<file path="src/rtl/irqmod_pkg.sv">
package irqmod_pkg;
    localparam int CTL_CLR_BIT  = 0;
    localparam int CTL_EN_BIT   = 1;
    localparam int CTL_TSEL_BIT = 2;
    localparam int NUM_CH       = 2;
    localparam int TMR_PER_CH   = 2;
    localparam int TMR_BURST    = 0;
    localparam int TMR_GAP      = 1;

    typedef enum logic [1:0] {
        CH_IDLE    = 2'd0,
        CH_BURST   = 2'd1,
        CH_PENDING = 2'd2
    } ch_state_e;
endpackage

</file>
<file path="src/rtl/irqmod_timer.sv">
module irqmod_timer
    import irqmod_pkg::*;
#(
    parameter int THR_W = 16
) (
    input  logic             clk,
    input  logic             rst_n,
    input  logic             wr_ctl,
    input  logic             wr_thr,
    input  logic [THR_W-1:0] wdata,
    input  logic             run,
    input  logic             restart,
    input  logic             tick,
    output logic             enabled,
    output logic             expired
);
    logic             en_q;
    logic             tsel_q;
    logic [THR_W-1:0] thr_q;
    logic [THR_W-1:0] cnt_q;
    logic             clr_wr;
    logic             advance;

    assign clr_wr  = wr_ctl && wdata[CTL_CLR_BIT];
    assign advance = en_q && (thr_q != '0) && (tsel_q ? tick : 1'b1) && (cnt_q < thr_q);

    always_ff @(posedge clk) begin
        if (!rst_n) begin
            en_q   <= 1'b0;
            tsel_q <= 1'b0;
            thr_q  <= '0;
            cnt_q  <= '0;
        end else begin
            if (wr_ctl) begin
                if (clr_wr) begin
                    en_q   <= 1'b0;
                    tsel_q <= 1'b0;
                end else begin
                    en_q   <= wdata[CTL_EN_BIT];
                    tsel_q <= wdata[CTL_TSEL_BIT];
                end
            end
            if (wr_thr) begin
                thr_q <= wdata;
            end
            if (clr_wr || !run || restart) begin
                cnt_q <= '0;
            end else if (advance) begin
                cnt_q <= cnt_q + 1'b1;
            end
        end
    end

    assign enabled = en_q;
    assign expired = run && en_q && (thr_q != '0) && (cnt_q >= thr_q);


    clear_disables_chk: assert property (@(posedge clk) disable iff (!rst_n)
        clr_wr |=> !enabled);
endmodule

</file>
<file path="src/rtl/irqmod_channel.sv">
module irqmod_channel
    import irqmod_pkg::*;
#(
    parameter int THR_W = 16
) (
    input  logic                  clk,
    input  logic                  rst_n,
    input  logic [TMR_PER_CH-1:0] wr_ctl,
    input  logic [TMR_PER_CH-1:0] wr_thr,
    input  logic [THR_W-1:0]      wdata,
    input  logic                  tick,
    input  logic                  evt,
    input  logic                  ack,
    output logic                  irq
);
    ch_state_e             state_q;
    ch_state_e             state_d;
    logic                  in_burst;
    logic [TMR_PER_CH-1:0] tmr_en;
    logic [TMR_PER_CH-1:0] tmr_exp;
    logic                  moderated;
    logic                  any_exp;

    assign in_burst  = (state_q == CH_BURST);
    assign moderated = |tmr_en;
    assign any_exp   = |tmr_exp;

    for (genvar t = 0; t < TMR_PER_CH; t++) begin : g_tmr
        logic restart_t;
        if (t == TMR_GAP) begin : g_gap
            assign restart_t = evt;
        end else begin : g_cap
            assign restart_t = 1'b0;
        end
        irqmod_timer #(.THR_W(THR_W)) u_timer (
            .clk     (clk),
            .rst_n   (rst_n),
            .wr_ctl  (wr_ctl[t]),
            .wr_thr  (wr_thr[t]),
            .wdata   (wdata),
            .run     (in_burst),
            .restart (restart_t),
            .tick    (tick),
            .enabled (tmr_en[t]),
            .expired (tmr_exp[t])
        );
    end

    always_comb begin
        state_d = state_q;
        unique case (state_q)
            CH_IDLE: begin
                if (evt) begin
                    state_d = moderated ? CH_BURST : CH_PENDING;
                end
            end
            CH_BURST: begin
                if (any_exp || !moderated) begin
                    state_d = CH_PENDING;
                end
            end
            CH_PENDING: begin
                if (ack) begin
                    state_d = CH_IDLE;
                end
            end
            default: state_d = CH_IDLE;
        endcase
    end

    always_ff @(posedge clk) begin
        if (!rst_n) begin
            state_q <= CH_IDLE;
        end else begin
            state_q <= state_d;
        end
    end

    always_comb begin
        irq = (state_q == CH_PENDING);
    end


    irq_hold_chk: assert property (@(posedge clk) disable iff (!rst_n)
        (irq && !ack) |=> irq);


    bypass_chk: assert property (@(posedge clk) disable iff (!rst_n)
        (state_q == CH_IDLE && evt && !moderated) |=> irq);


    fire_chk: assert property (@(posedge clk) disable iff (!rst_n)
        (in_burst && any_exp) |=> irq);
endmodule

</file>
<file path="src/rtl/irq_moderator.sv">
module irq_moderator
    import irqmod_pkg::*;
#(
    parameter int THR_W = 16
) (
    input  logic             clk,
    input  logic             rst_n,
    input  logic             wr_en,
    input  logic [2:0]       wr_addr,
    input  logic [THR_W-1:0] wr_data,
    input  logic             tick_us,
    input  logic             evt_tx,
    input  logic             evt_rx,
    input  logic             ack_tx,
    input  logic             ack_rx,
    input  logic             misc_in,
    output logic             irq_tx,
    output logic             irq_rx,
    output logic             irq_misc
);
    logic [NUM_CH-1:0] evt_v;
    logic [NUM_CH-1:0] ack_v;
    logic [NUM_CH-1:0] irq_v;

    assign evt_v = {evt_rx, evt_tx};
    assign ack_v = {ack_rx, ack_tx};

    for (genvar c = 0; c < NUM_CH; c++) begin : g_ch
        logic [TMR_PER_CH-1:0] ctl_we;
        logic [TMR_PER_CH-1:0] thr_we;
        for (genvar t = 0; t < TMR_PER_CH; t++) begin : g_dec
            logic hit;
            assign hit       = wr_en && (wr_addr[2] == c[0]) && (wr_addr[1] == t[0]);
            assign ctl_we[t] = hit && !wr_addr[0];
            assign thr_we[t] = hit && wr_addr[0];
        end
        irqmod_channel #(.THR_W(THR_W)) u_chan (
            .clk    (clk),
            .rst_n  (rst_n),
            .wr_ctl (ctl_we),
            .wr_thr (thr_we),
            .wdata  (wr_data),
            .tick   (tick_us),
            .evt    (evt_v[c]),
            .ack    (ack_v[c]),
            .irq    (irq_v[c])
        );
    end

    assign irq_tx   = irq_v[0];
    assign irq_rx   = irq_v[1];
    assign irq_misc = misc_in;
endmodule

</file>
<file path="config.mk">
export PLATFORM = sky130hd
export DESIGN_NAME = irq_moderator
export DESIGN_NICKNAME = d
export VERILOG_FILES = /design/src/rtl/irqmod_pkg.sv /design/src/rtl/irqmod_timer.sv /design/src/rtl/irqmod_channel.sv /design/src/rtl/irq_moderator.sv
export SDC_FILE = /design/constraint.sdc
export NUM_CORES = 1
export LEC_CHECK = 0
export CAP_MARGIN = 10
export CORE_ASPECT_RATIO = 0.7
export CORE_UTILIZATION = 30
export DETAILED_ROUTE_END_ITERATION = 10
export DONT_BUFFER_PORTS = 1
export PLACE_DENSITY_LB_ADDON = 0.3
export SKIP_LAST_GASP = 1
export SYNTH_ARGS = -nofsm -noshare
export SYNTH_HDL_FRONTEND = slang
export SYNTH_SLANG_ARGS = --single-unit
</file>
<file path="constraint.sdc">
create_clock -name clk -period 2.3 [get_ports clk]
set_input_delay 0.46 -clock clk [delete_from_list [all_inputs] [get_ports clk]]
set_output_delay 0.46 -clock clk [all_outputs]
set_load 0.01 [all_outputs]
</file>
==> qor.yml <==
run_status:
  status: "complete, but fails checks"
  violations: "setup timing"
worst_hold_path:
  hold_path_end: "g_ch[0].u_chan.g_tmr[1].u_timer.thr_q[6]$_SDFFE_PN0P_"
  hold_path_class: "primary input to register"
  hold_depth: 2
  hold_start: "wr_data[6]"
logic_synthesis:
  netlist_instances: 973
  ys_seq_area_share_pct: 35.8
  async_flop_share_pct: 0
  yosysUniqueCellTypes: 57
  synth_edf_count: 0
  syn-num-nets: 1069
  synth_area_per_cell_sq_um: 8.04
  yosys_warnings: 0
  synth_area_sq_um: 7830
  synth_flop_cell: "dfxtp_1"
  ys_ff_latch: 140
finish:
  multiInputGateArea_sq_um: 5280
  fill_cells: 2566
  fin_nets: 1190
  layout_commonest_cell: "nand2_1"
  mostFrequentLayoutCells: "nand2_1, buf_4, dfxtp_1"
  seq_area_sq_um: 2850
  area_delta_synth_final_pct: 33.2
  drive_above_1_share_pct: 27.1
  diodes: 0
critical_path:
  cp_data_required_time_ns: 2.66
  r2r_slack_ns: -0.04
  crit_type: "register to register"
  worst-r2r-cell-count: 9
  critical-path-top-delay-family: "simple AND/OR/NAND/NOR gates"
  cp_max_fo: 6
  critical-path-max-stage-delay_ns: 0.43
  cp-start-kind: "register"
  crit_path_end_kind: "register"
  r2r_end: "g_ch[0].u_chan.g_tmr[0].u_timer.cnt_q[15]$_SDFFE_PP0P_"
  r2r_start: "g_ch[0].u_chan.g_tmr[0].u_timer.cnt_q[8]$_SDFFE_PP0P_"
  cp_common_cell: "nand4_1"
  cp_slowest_cell: "dfxtp_1"
  critPathBufInv: 1
  worstPathArrival_ns: 2.70
  crit_chain: "ha_4, nand4_1, nor2_1, a221o_1, nor2_4, nand4_1, buf_6, or4_4, a21oi_2"
sta:
  rsz0062_at_grt: "yes"
  whs_ns: 0.166
  hold_violations: 0
  finClkSkew_ns: 0.00725
  slew_headroom_pct: 52.8
  tightest_slew_ns: 0.706
  totalNegativeSetupSlack_ns: -0.0730
  slew_violations: 0
  fmax_mhz: 428
  setup_viol: 5
  worst_slack_ns: -0.0363
  post-route-period-util_pct: 102
  fin_crit_ns: 2.34
cts:
  cts_buffer_depth: 2
  cts_tree: "yes"
  clock_latency_ns: 0.43
  clkSlewWorstSetupHoldPaths_ns: 0.06
  cts_htree_levels: 4
  clkSinkCount: 140
  cts-root-buf: "clkbuf_16"
  numCtsBuffers: 17
drt:
  via_per_inst: 4.95
  drt-initial-drc-count: 464
  dr_total_vias: 7108
  drc: 0
  ant_nets: 0
  dr.pass1.iters: 5
  wl_per_cell_microns: 15.5
  finalWirelength_microns: 22300
floorplan:
  die_h_microns: 137
  rows: 49
  start_util_pct: 30.5
  die_w_microns: 195
  dieArea_sq_um: 26700
  boundaryPins: 31
  coreArea_sq_um: 25600
power_and_ir_drop:
  leakage_nw: 3.75
  switching_share_pct: 23.4
  pwr-share-comb_pct: 7.5
  power_density_nw_per_um2: 523
  clkPwrFrac_pct: 46.8
  p_seq_share_pct: 45.7
  internal-power_w: 0.00417
  p_sw_w: 0.00128
  peakVddDrop_mv: 0.506
placement:
  port-buffer-count: 0
  dp_hpwl_microns: 16200
  place_congestion: 0.806
global_route:
  grt_start_max_net_pins: 81
  grt_antenna_before_repair: 0
  track_usage_pct: 16.7
  grt_pass1_wl_microns: 34500
  grt_remaining_overflow: 0
  grt_pass1_vias: 6533
job:
  max_cap_violations: 0
## sequential cells by signal, indices dropped and copies added, names as in the netlist
name                               flops
g_ch.u_chan.g_tmr.u_timer.cnt_q       64
g_ch.u_chan.g_tmr.u_timer.enabled      4
g_ch.u_chan.g_tmr.u_timer.thr_q       64
g_ch.u_chan.g_tmr.u_timer.tsel_q       4
g_ch.u_chan.state_q                    4
## synth_stat cells, drive strengths merged, types with 3 or more instances
master / number / area, sq um
nand2: 173 / 649
dfxtp: 140 / 2800
inv: 77 / 289
ha: 68 / 851
a21boi: 65 / 488
nor2: 57 / 216
a21oi: 52 / 260
nand3: 32 / 165
xnor2: 31 / 272
nor4: 30 / 188
clkbuf: 28 / 105
nand4: 25 / 171
o21ai: 24 / 120
nor2b: 19 / 119
nor3: 15 / 75.1
or4: 15 / 113
o21a: 13 / 97.6
o31ai: 13 / 97.6
or3: 13 / 81.3
mux2i: 11 / 110
and3: 10 / 62.6
nand2b: 7 / 43.8
a211o: 5 / 43.8
a2111oi: 4 / 35.0
and2: 4 / 27.5
buf: 4 / 23.8
nor3b: 4 / 30.0
a211oi: 3 / 22.5
a21o: 3 / 22.5
o31a: 3 / 26.3
or2: 3 / 18.8
## power groups by stage
stage / clock (W) / sequential [W] / combinational [W]
after global placement: 0 / 0.00254 / 0.000336
after CTS: 0.00261 / 0.00249 / 0.000346
after detailed placement: 0 / 0.00254 / 0.000338
final: 0.00255 / 0.00249 / 0.000408
after global routing: 0.00271 / 0.00249 / 0.000449
after floorplan: 0 / 0.00253 / 0.000230
## timing repair
action	4_1_cts	5_1_grt
gates cloned	0	1
pin swaps	3	69
endpoints found under the setup margin	18	62
buffers inserted	3	15
hold buffers	0	0
resized for setup	7	162
## through the flow
step | std cells | total power, W | cell area (sq um) | setup WS, ns | utilization [%]
floorplan | 973 | 0.00276 | 7830 | 0.0355 | -
global placement | 1387 | 0.00288 | 9000 | -0.0213 | 35.1
detailed placement | 1387 | 0.00288 | 9000 | -0.0938 | 35.1
CTS | 1420 | 0.00544 | 9580 | -0.0616 | 37.4
global route | 1436 | 0.00566 | 10400 | -0.123 | 40.7
finish | 1436 | 0.00545 | 10400 | -0.0363 | 40.7
## worst max path at each step
stage | start | endpoint | cells past startpoint
final | g_ch[0].u_chan.g_tmr[0].u_timer.cnt_q[8]$_SDFFE_PP0P_ | g_ch[0].u_chan.g_tmr[0].u_timer.cnt_q[15]$_SDFFE_PP0P_ | 9
after CTS | g_ch[0].u_chan.g_tmr[0].u_timer.thr_q[7]$_SDFFE_PN0P_ | g_ch[0].u_chan.g_tmr[0].u_timer.cnt_q[15]$_SDFFE_PP0P_ | 10
after global routing | g_ch[0].u_chan.g_tmr[0].u_timer.cnt_q[0]$_SDFFE_PP0P_ | g_ch[0].u_chan.state_q[0]$_SDFFE_PN0P_ | 10
after floorplan | g_ch[0].u_chan.g_tmr[0].u_timer.thr_q[7]$_SDFFE_PN0P_ | g_ch[0].u_chan.g_tmr[0].u_timer.cnt_q[14]$_SDFFE_PP0P_ | 10
after global placement | g_ch[1].u_chan.g_tmr[1].u_timer.thr_q[15]$_SDFFE_PN0P_ | g_ch[1].u_chan.g_tmr[1].u_timer.cnt_q[7]$_SDFFE_PP0P_ | 11
after detailed placement | g_ch[1].u_chan.g_tmr[1].u_timer.thr_q[14]$_SDFFE_PN0P_ | g_ch[1].u_chan.state_q[0]$_SDFFE_PN0P_ | 8
## area by class of cell
type                       instances  area share [%]
timing repair buffer             134            10.2
inverter                          78            2.81
multi-input combinational        723            50.7
clock buffer                      29            4.99
tap                              331            3.97
sequential                       140            27.3
clock inverter                     1          0.0480
## kinds of logic (layout without fill, tap and decap cells)
kind of cell	Yosys count	in the layout	synth area share [%]
and+or+nand+nor	415	415	26.0
AOI/OAI and AO/OA	196	196	16.8
DFF	140	140	35.8
buffers and inverters	110	242	5.39
adders and majority gates	68	68	10.9
xor gates and xnor gates	32	32	3.58
muxes	12	12	1.55
## metal layers
layer | GRT usage (%) | part of all wire, %
met5 | 0 | 0
met4 | 4.24 | 0.88
met3 | 5.35 | 7.8
met2 | 21.9 | 38
met1 | 25.3 | 53
Power figures use the tool's default switching activity.
